===== config.mk =====
export PLATFORM = sky130hd
export DESIGN_NAME = ebus_wait_ctrl
export DESIGN_NICKNAME = d
export VERILOG_FILES = /design/src/rtl/ebus_pkg.sv /design/src/rtl/ebus_cfg_mux.sv /design/src/rtl/ebus_sel_dec.sv /design/src/rtl/ebus_wait_eval.sv /design/src/rtl/ebus_wait_ctrl.sv
export SDC_FILE = /design/constraint.sdc
export NUM_CORES = 1
export LEC_CHECK = 0
export BUFFER_PORTS_ARGS = -buffer_cell sky130_fd_sc_hd__buf_4
export CAP_MARGIN = 40
export CORE_ASPECT_RATIO = 0.6
export CORE_UTILIZATION = 40
export DETAILED_ROUTE_END_ITERATION = 16
export GPL_ROUTABILITY_DRIVEN = 0
export PLACE_DENSITY = 0.71
export SLEW_MARGIN = 20
export SYNTH_ARGS = -nofsm -noshare
export SYNTH_HDL_FRONTEND = slang
export SYNTH_SLANG_ARGS = --single-unit

===== constraint.sdc =====
create_clock -name clk_i -period 2.3 [get_ports clk_i]
set_clock_uncertainty 0.1 [all_clocks]
set_input_delay 0.46 -clock clk_i [delete_from_list [all_inputs] [get_ports clk_i]]
set_output_delay 0.46 -clock clk_i [all_outputs]
set_load 0.02 [all_outputs]

===== src/rtl/ebus_pkg.sv =====
package ebus_pkg;

    typedef enum logic [1:0] {
        WM_COUNT  = 2'd0,
        WM_ACK    = 2'd1,
        WM_EITHER = 2'd2,
        WM_BOTH   = 2'd3
    } wait_mode_e;

    typedef enum logic [1:0] {
        ST_IDLE   = 2'd0,
        ST_STROBE = 2'd1,
        ST_HOLD   = 2'd2,
        ST_TURN   = 2'd3
    } bus_state_e;

endpackage


===== src/rtl/ebus_cfg_mux.sv =====
module ebus_cfg_mux #(
    parameter int ADDR_W = 24,
    parameter int NBANK  = 4,
    parameter int WAIT_W = 3,
    localparam int BANK_W = $clog2(NBANK)
) (
    input  logic [ADDR_W-1:0]       addr_i,
    input  logic [NBANK*WAIT_W-1:0] wait_cfg_i,
    input  logic [NBANK*2-1:0]      mode_cfg_i,
    input  logic [NBANK-1:0]        hold_cfg_i,
    input  logic [NBANK-1:0]        idle_cfg_i,
    output logic [BANK_W-1:0]       bank_o,
    output logic [WAIT_W-1:0]       wait_o,
    output ebus_pkg::wait_mode_e    mode_o,
    output logic                    hold_o,
    output logic                    idle_o
);
    logic [WAIT_W-1:0] wait_arr [NBANK];
    logic [1:0]        mode_arr [NBANK];

    for (genvar b = 0; b < NBANK; b++) begin : g_bank
        assign wait_arr[b] = wait_cfg_i[b*WAIT_W +: WAIT_W];
        assign mode_arr[b] = mode_cfg_i[b*2 +: 2];
    end

    assign bank_o = addr_i[ADDR_W-1 -: BANK_W];
    assign wait_o = wait_arr[bank_o];
    assign mode_o = ebus_pkg::wait_mode_e'(mode_arr[bank_o]);
    assign hold_o = hold_cfg_i[bank_o];
    assign idle_o = idle_cfg_i[bank_o];
endmodule


===== src/rtl/ebus_sel_dec.sv =====
module ebus_sel_dec #(
    parameter int NBANK = 4,
    localparam int BANK_W = $clog2(NBANK)
) (
    input  logic [BANK_W-1:0] bank_i,
    input  logic              en_i,
    output logic [NBANK-1:0]  sel_n_o
);
    for (genvar b = 0; b < NBANK; b++) begin : g_sel
        assign sel_n_o[b] = !(en_i && (bank_i == BANK_W'(b)));
    end
endmodule


===== src/rtl/ebus_wait_eval.sv =====
module ebus_wait_eval #(
    parameter int WAIT_W = 3
) (
    input  ebus_pkg::wait_mode_e mode_i,
    input  logic [WAIT_W-1:0]    cnt_i,
    input  logic [WAIT_W-1:0]    lim_i,
    input  logic                 ack_i,
    output logic                 end_o
);
    logic count_met;

    assign count_met = (cnt_i >= lim_i);

    always_comb begin
        unique case (mode_i)
            ebus_pkg::WM_COUNT:  end_o = count_met;
            ebus_pkg::WM_ACK:    end_o = ack_i;
            ebus_pkg::WM_EITHER: end_o = count_met || ack_i;
            default:             end_o = count_met && ack_i;
        endcase
    end
endmodule


===== src/rtl/ebus_wait_ctrl.sv =====
module ebus_wait_ctrl #(
    parameter int ADDR_W = 24,
    parameter int DATA_W = 32,
    parameter int NBANK  = 4,
    parameter int WAIT_W = 3
) (
    input  logic                    clk_i,
    input  logic                    rst_ni,
    input  logic                    req_i,
    input  logic                    we_i,
    input  logic [ADDR_W-1:0]       addr_i,
    input  logic [DATA_W-1:0]       wdata_i,
    output logic [DATA_W-1:0]       rdata_o,
    output logic                    done_o,
    output logic                    ready_o,
    input  logic [NBANK*WAIT_W-1:0] wait_cfg_i,
    input  logic [NBANK*2-1:0]      mode_cfg_i,
    input  logic [NBANK-1:0]        hold_cfg_i,
    input  logic [NBANK-1:0]        idle_cfg_i,
    input  logic                    ack_i,
    output logic [ADDR_W-1:0]       bus_addr_o,
    output logic [NBANK-1:0]        bus_sel_n_o,
    output logic                    bus_rd_n_o,
    output logic                    bus_wr_n_o,
    output logic [DATA_W-1:0]       bus_wdata_o,
    input  logic [DATA_W-1:0]       bus_rdata_i
);
    import ebus_pkg::*;

    localparam int BANK_W = $clog2(NBANK);

    typedef struct packed {
        bus_state_e        st;
        logic [ADDR_W-1:0] addr;
        logic [DATA_W-1:0] wdata;
        logic [DATA_W-1:0] rdata;
        logic              we;
        logic [BANK_W-1:0] bank;
        logic [WAIT_W-1:0] lim;
        wait_mode_e        mode;
        logic              hold;
        logic              idle;
        logic [WAIT_W-1:0] cnt;
        logic              done;
    } ctl_t;

    ctl_t ctl_d, ctl_q;

    logic [BANK_W-1:0] new_bank;
    logic [WAIT_W-1:0] new_lim;
    wait_mode_e        new_mode;
    logic              new_hold;
    logic              new_idle;
    logic              strobe_end;
    logic              sel_en;

    ebus_cfg_mux #(
        .ADDR_W (ADDR_W),
        .NBANK  (NBANK),
        .WAIT_W (WAIT_W)
    ) cfg_mux_i (
        .addr_i     (addr_i),
        .wait_cfg_i (wait_cfg_i),
        .mode_cfg_i (mode_cfg_i),
        .hold_cfg_i (hold_cfg_i),
        .idle_cfg_i (idle_cfg_i),
        .bank_o     (new_bank),
        .wait_o     (new_lim),
        .mode_o     (new_mode),
        .hold_o     (new_hold),
        .idle_o     (new_idle)
    );

    ebus_wait_eval #(
        .WAIT_W (WAIT_W)
    ) wait_eval_i (
        .mode_i (ctl_q.mode),
        .cnt_i  (ctl_q.cnt),
        .lim_i  (ctl_q.lim),
        .ack_i  (ack_i),
        .end_o  (strobe_end)
    );

    assign sel_en = (ctl_q.st == ST_STROBE) || (ctl_q.st == ST_HOLD);

    ebus_sel_dec #(
        .NBANK (NBANK)
    ) sel_dec_i (
        .bank_i  (ctl_q.bank),
        .en_i    (sel_en),
        .sel_n_o (bus_sel_n_o)
    );

    always_comb begin
        ctl_d      = ctl_q;
        ctl_d.done = 1'b0;
        unique case (ctl_q.st)
            ST_IDLE: begin
                if (req_i) begin
                    ctl_d.st    = ST_STROBE;
                    ctl_d.addr  = addr_i;
                    ctl_d.wdata = wdata_i;
                    ctl_d.we    = we_i;
                    ctl_d.bank  = new_bank;
                    ctl_d.lim   = new_lim;
                    ctl_d.mode  = new_mode;
                    ctl_d.hold  = new_hold;
                    ctl_d.idle  = new_idle;
                    ctl_d.cnt   = '0;
                end
            end
            ST_STROBE: begin
                if (strobe_end) begin
                    ctl_d.done = 1'b1;
                    if (!ctl_q.we) begin
                        ctl_d.rdata = bus_rdata_i;
                    end
                    if (ctl_q.hold) begin
                        ctl_d.st = ST_HOLD;
                    end else if (ctl_q.idle) begin
                        ctl_d.st = ST_TURN;
                    end else begin
                        ctl_d.st = ST_IDLE;
                    end
                end else if (ctl_q.cnt != '1) begin
                    ctl_d.cnt = ctl_q.cnt + 1'b1;
                end
            end
            ST_HOLD: begin
                ctl_d.st = ctl_q.idle ? ST_TURN : ST_IDLE;
            end
            default: begin
                ctl_d.st = ST_IDLE;
            end
        endcase
    end

    always_ff @(posedge clk_i) begin
        if (!rst_ni) begin
            ctl_q    <= '0;
            ctl_q.st <= ST_IDLE;
        end else begin
            ctl_q <= ctl_d;
        end
    end

    assign ready_o     = (ctl_q.st == ST_IDLE);
    assign done_o      = ctl_q.done;
    assign rdata_o     = ctl_q.rdata;
    assign bus_addr_o  = ctl_q.addr;
    assign bus_wdata_o = ctl_q.wdata;
    assign bus_rd_n_o  = !((ctl_q.st == ST_STROBE) && !ctl_q.we);
    assign bus_wr_n_o  = !((ctl_q.st == ST_STROBE) && ctl_q.we);
endmodule


; ---- Word level (Yosys, flattened, before mapping)
; Cells that the tools add are included.
; Widths: inputs -> output; s select.
[op_classes]
bitwise = 2
shift = 0
order_cmp = 3
reduce_logical = 25
n_mux = 21
n_div = 0
n_eq_ne = 12
mul = 0
n_addsub = 1
[ops]
columns = cell, n
row1 = $mux 58, 1
row2 = $mux 3, 5
row3 = $mux 2, 5
row4 = $eq 2x2->1 const B, 4
row5 = $logic_and 1x1->1, 7
row6 = $logic_not 1->1, 7
row7 = $bmux 3 s2, 1
row8 = $eq 2x1->1 const B, 3
row9 = $logic_not 2->1, 3
row10 = $ne 2x2->1 const B, 3
row11 = $pmux 2 s3, 1
row12 = $pmux 3 s2, 1
row13 = $reduce_and 2->1, 3
row14 = $bmux 1 s2, 2
row15 = $bmux 2 s2, 1
row16 = $reduce_and 4->1, 1
row17 = $add 3x1->3 const B, 1
row18 = $ge 3x3->1, 1
row19 = $ge 3x3->1 const B, 1
row20 = $lt 2x3->1 const B, 1
row21 = $mux 1, 3
row22 = $ne 3x3->1 const B, 1
row23 = $not 2->3, 1
row24 = $pmux 1 s3, 1
row25 = 5 further kinds, 6
[totals]
ramBits = 0
output_inout_bits = 96
input_bits = 121
romBits = 0
register_bits = 104
n_memories = 0
latchBits = 0
wordCells = 76

; ---- Longest topological paths before layout
[logic_depth]
ltp_word = 5
ltp_mapped = 8
mapped_depth_nobuf = 7

; ---- By module
; A second synthesis with hierarchy kept.
[unflattened]
cells_unflattened = 591
hier_area_um2 = 5024.8
[modules_own_cells]
columns = module, cells_each, seq_area_each_um2, instances, area_per_inst_um2
row1 = ebus_wait_ctrl, 562, 2082.0, 1, 4694.5
row2 = ebus_cfg_mux, 11, 0.0, 1, 187.7
row3 = ebus_wait_eval, 14, 0.0, 1, 113.9
row4 = ebus_sel_dec, 4, 0.0, 1, 28.8

; ---- Worst setup path after synthesis
; Ideal clock, no wire load.
[synth_path]
path_type = reg2reg
startpoint = register ctl_q[1] (netlist name)
endpoint = register ctl_q[1] (netlist name)
setup_time_ps = 72
arrival_time_ps = 1638
t_required_ps = 2128
period_less_slack_ps = 1810
stages_incl_launch_ff = 8
n_path_buf = 0
slack_ps = 490
path_cell_list = dfxtp_1 inv_1 ha_1 nor2b_2 o211ai_1 and3_4 a211oi_4 mux2i_1
[synth_via]
elab_chain_len = 5
word_cells_on_any_way = 12
cone_classes = 1 x add/sub / 1 x order compare / 3 x eq/ne / 4 x mux / 3 x reduce/logical
[synth_lines]
columns = element, line
row1 = "start, declared", ebus_wait_ctrl.sv:47  ; ctl_t ctl_d, ctl_q;
row2 = "start signal, assigned", ebus_wait_ctrl.sv:143  ; ctl_q <= ctl_d;
row3 = $ge 3x3->1, ebus_wait_eval.sv:12  ; assign count_met = (cnt_i >= lim_i);
row4 = $logic_and 1x1->1 or $logic_or 1x1->1 (tied branches), "ebus_wait_eval.sv:19, ebus_wait_eval.sv:18"
row5 = $pmux 1 s3, ebus_wait_eval.sv:15  ; unique case (mode_i)
row6 = $ne 2x2->1 (no source line), -
row7 = $reduce_and 4->1 (no source line), -
; Several ways; a longest one is shown, not always the timed one. The select of a mux whose other input is x is not followed.
; A chain may end at the register's enable or synchronous reset.

; ---- Worst setup path after layout
[layout_path]
startpoint = register ctl_q[102] (netlist name)
endpoint = output bus_sel_n_o[0]
[layout_via]
elab_chain_len = 4
word_cells_on_any_way = 5
cone_classes = 2 x eq/ne / 3 x reduce/logical
[layout_lines]
columns = element, line
row1 = $eq 2x1->1 or $eq 2x2->1 (tied branches), ebus_wait_ctrl.sv:84  ; assign sel_en = (ctl_q.st == ST_STROBE) || (ctl_q.st == ST_HOLD);
row2 = $logic_or 1x1->1 *, ebus_wait_ctrl.sv:84
row3 = $logic_and 1x1->1 *, ebus_sel_dec.sv:10  ; assign sel_n_o[b] = !(en_i && (bank_i == BANK_W'(b)));
row4 = $logic_not 1->1 *, ebus_sel_dec.sv:10
row5 = "end, declared", ebus_wait_ctrl.sv:22  ; output logic [NBANK-1:0] bus_sel_n_o,
; Every way passes the cells marked *; elsewhere a longest branch is shown, timed or not.

==> impl_metrics.csv <==
group,metric,value,unit
clock_tree,clock_sinks,102,
routing,viasPerCell,4.67,
synth,ys_top_cells_by_count,"174 x nand2_1, 102 x dfxtp_1, 88 x buf_4, 64 x a21boi_0, 36 x nand3_1",
synth,synth_most_common_cell,"nand2_1",
sta,worst_pin_slew,472,ps
clock_tree,clk_transition_reported_paths,70,ps
clock_tree,postCtsSetupBuffers,0,
routing,drtPass1Iterations,4,
worst_setup_path,critPathSlowestCell,"or3b_2",
layout,antenna_cells,0,
routing,dr_wl_met3,921,um
placed_design,hpwl,8.26,mm
routing,drt-initial-drc-count,157,
worst_setup_path,crit_path_max_fanout,4,
layout,layout-drive-gt1-share,36.9,%
layout,area_delta_synth_final,29.9,%
sta,finalCriticalPeriod,2260,ps
clock_tree,clk_path_buf_depth,2,
sta,min_period_over_period,98.3,%
pwr,power_density,733,nW/um^2
synth,synth.area.top_cells,"dfxtp_1 42%, buf_4 14%, nand2_1 13%, a21boi_0 9.9%, nand3_1 3.7%",
worst_setup_path,path_class,"reg2out",
sta,slew_headroom,68.5,%
clock_tree,clock-root-buffer,"clkbuf_16",
global_route,grt_start_max_net_pins,79,
synth,synth_area,4860,sq um
worst_setup_path,worstSetupEndpoint,"bus_sel_n_o[0]",
worst_setup_path,crit_arrival,1700,ps
synth,synth_top_area_share,42.0,%
global_route,antenna_found_initial,0,
synth,yosys_register_bits,102,
floorplan,rows,30,
synth,syn-instance-count,585,
floorplan,die-area,12600,sq um
routing,drc,0,
global_route,grt_pass1_wl,17.7,mm
sta,tns,0,ps
routing,avgRoutedWirePerCell,13.1,um
placed_design,placed_cell_area,5960,sq um
worst_setup_path,cp-start-kind,"flop",
hold_path,min_path_type,"in2reg",
sta,fin_ws,39.3,ps
placed_design,place_inst,841,
clock_tree,clk_latency,340,ps
layout,fill_cells,1031,
routing,dr_wl_met2,5.44,mm
routing,wirelength,11.3,mm
synth,synth_flop_cell,"dfxtp_1",
clock_tree,h-tree-depth,3,
worst_setup_path,ff2ff_path_depth,7,
global_route,grt_use_total,17.8,%
sta,fmax,442,MHz
global_route,gr-total-overflow,0,
global_route,grt_pass1_vias,3826,
layout,fin_area,6320,sq um
routing,vias,4000,
synth,ys_seq_area_share,42.0,%
floorplan,start_util,42.1,%
placed_design,dp_slack,316,ps
layout,final_util,54.6,%
pwr,p_leak,2.81,nW
worst_setup_path,reg2reg_from,"ctl_q[1]",
floorplan,die_x,144,um
job,drv_cap,0,
sta,setup_violations,0,
status,outcome,"complete, no violations",
worst_setup_path,r2r_slack,330,ps
floorplan,core_area,11600,sq um
worst_setup_path,end_kind,"output port",
clock_tree,cts_buffers,9,
clock_tree,cts_tree,"yes",
routing,m1WireLength,4.78,mm
worst_setup_path,cp.required,1740,ps
layout,final_nets,822,
sta,whs,262,ps
worst_setup_path,max_stage_delay,440,ps
sta,slew_viol_final,0,
placed_design,io_buffers,216,
worst_setup_path,r2r_end,"ctl_q[3]",
worst_setup_path,crit_path_cell_trace,"inv_1 > ha_4 > or3b_2 > buf_4",
worst_setup_path,path_buf_inv,2,
worst_setup_path,path_depth,4,
floorplan,dieHeight,87.4,um
pwr,total_power,4.63,mW
synth,async_flop_share,0,%
synth,synth_cell_types,28,
synth,syn-num-nets,715,
sta,hold_viol,0,
routing,ant_nets,0,
synth,avgSynthCellArea,8.31,sq um
synth,synth_warnings,0,
layout,finalNonFillerCells,857,
routing,highest_layer,"met4",
worst_setup_path,cp_top_family,"simple AND/OR/NAND/NOR gates",
pwr,peakVddDrop,0.365,mV
worst_setup_path,crit_start,"ctl_q[102]",
floorplan,num_io_pins,217,
synth,synth_top_area_cell,"dfxtp_1",
synth,synth_edf_count,0,
-- layer usage --
layer,up-vias,GRT usage (%)
met3,11,6.87
met4,0,4.98
li1,2037,-
met5,-,0
met1,1811,19.8
met2,141,31.8
-- sequential cells by signal, indices dropped and copies added, names as in the netlist --
name and count:
done_o 1, bus_addr_o 24, rdata_o 32, ctl_q 13, bus_wdata_o 32
-- cell type report --
cell class | count | area [sq um] | share of cell area [%]
flip-flops and latches | 102 | 2040 | 32.4
multi-input cells | 350 | 2000 | 31.6
repair buffers | 222 | 1700 | 27.0
clock buffers | 9 | 225 | 3.57
well taps | 160 | 200 | 3.17
clock inverters | 7 | 120 | 1.90
inverters | 7 | 26.3 | 0.416
-- power breakdown --
part / internal, mW / switching [mW]
Combinational: 0.440 / 0.494
Sequential: 1.89 / 0.0722
Clock: 1.07 / 0.665
-- how the worst min path moves through the flow --
stage	from	to	slack (ps)	cells after the start
after floorplan	rdata_o[0]	rdata_o[0]	340	2
after global placement	rdata_o[2]	rdata_o[2]	340	2
after detailed placement	rdata_o[15]	rdata_o[15]	350	2
after CTS	bus_rdata_i[17]	rdata_o[17]	250	3
after global routing	bus_rdata_i[15]	rdata_o[15]	250	3
final	bus_rdata_i[17]	rdata_o[17]	260	3
-- logic make-up after synthesis --
kind of cell    share of synthesized area, %
simple gates                            19.6
buf+inv                                 17.3
compound gates                          14.5
flops                                   42.0
mux                                     4.27
fa+ha+maj                               2.32
-- what timing repair did --
action                     in CTS  in global routing
hold buffers                    0                  0
setup endpoints to repair       1                  1
resized for setup               2                  1
-- worst min-delay path, stage by stage --
cell and delay (ps):
buf_4 110, nand2_1 50, o21ai_1 50
-- cells in the final DEF (no fill, tap or decap), types with 2 or more instances in the layout --
master	count
nand3b_1	4
inv_1	7
clkbuf_16	9
dfxtp_2	2
buf_12	3
inv_6	2
a21boi_0	64
ha_1	8
buf_4	219
dfxtp_1	100
nor2_1	2
mux4_2	7
o21ai_0	2
o21ai_1	33
bufinv_16	3
mux2i_1	5
nand2b_1	2
nand2_1	173
nand3_1	36
(Power assumes the default switching activity.)
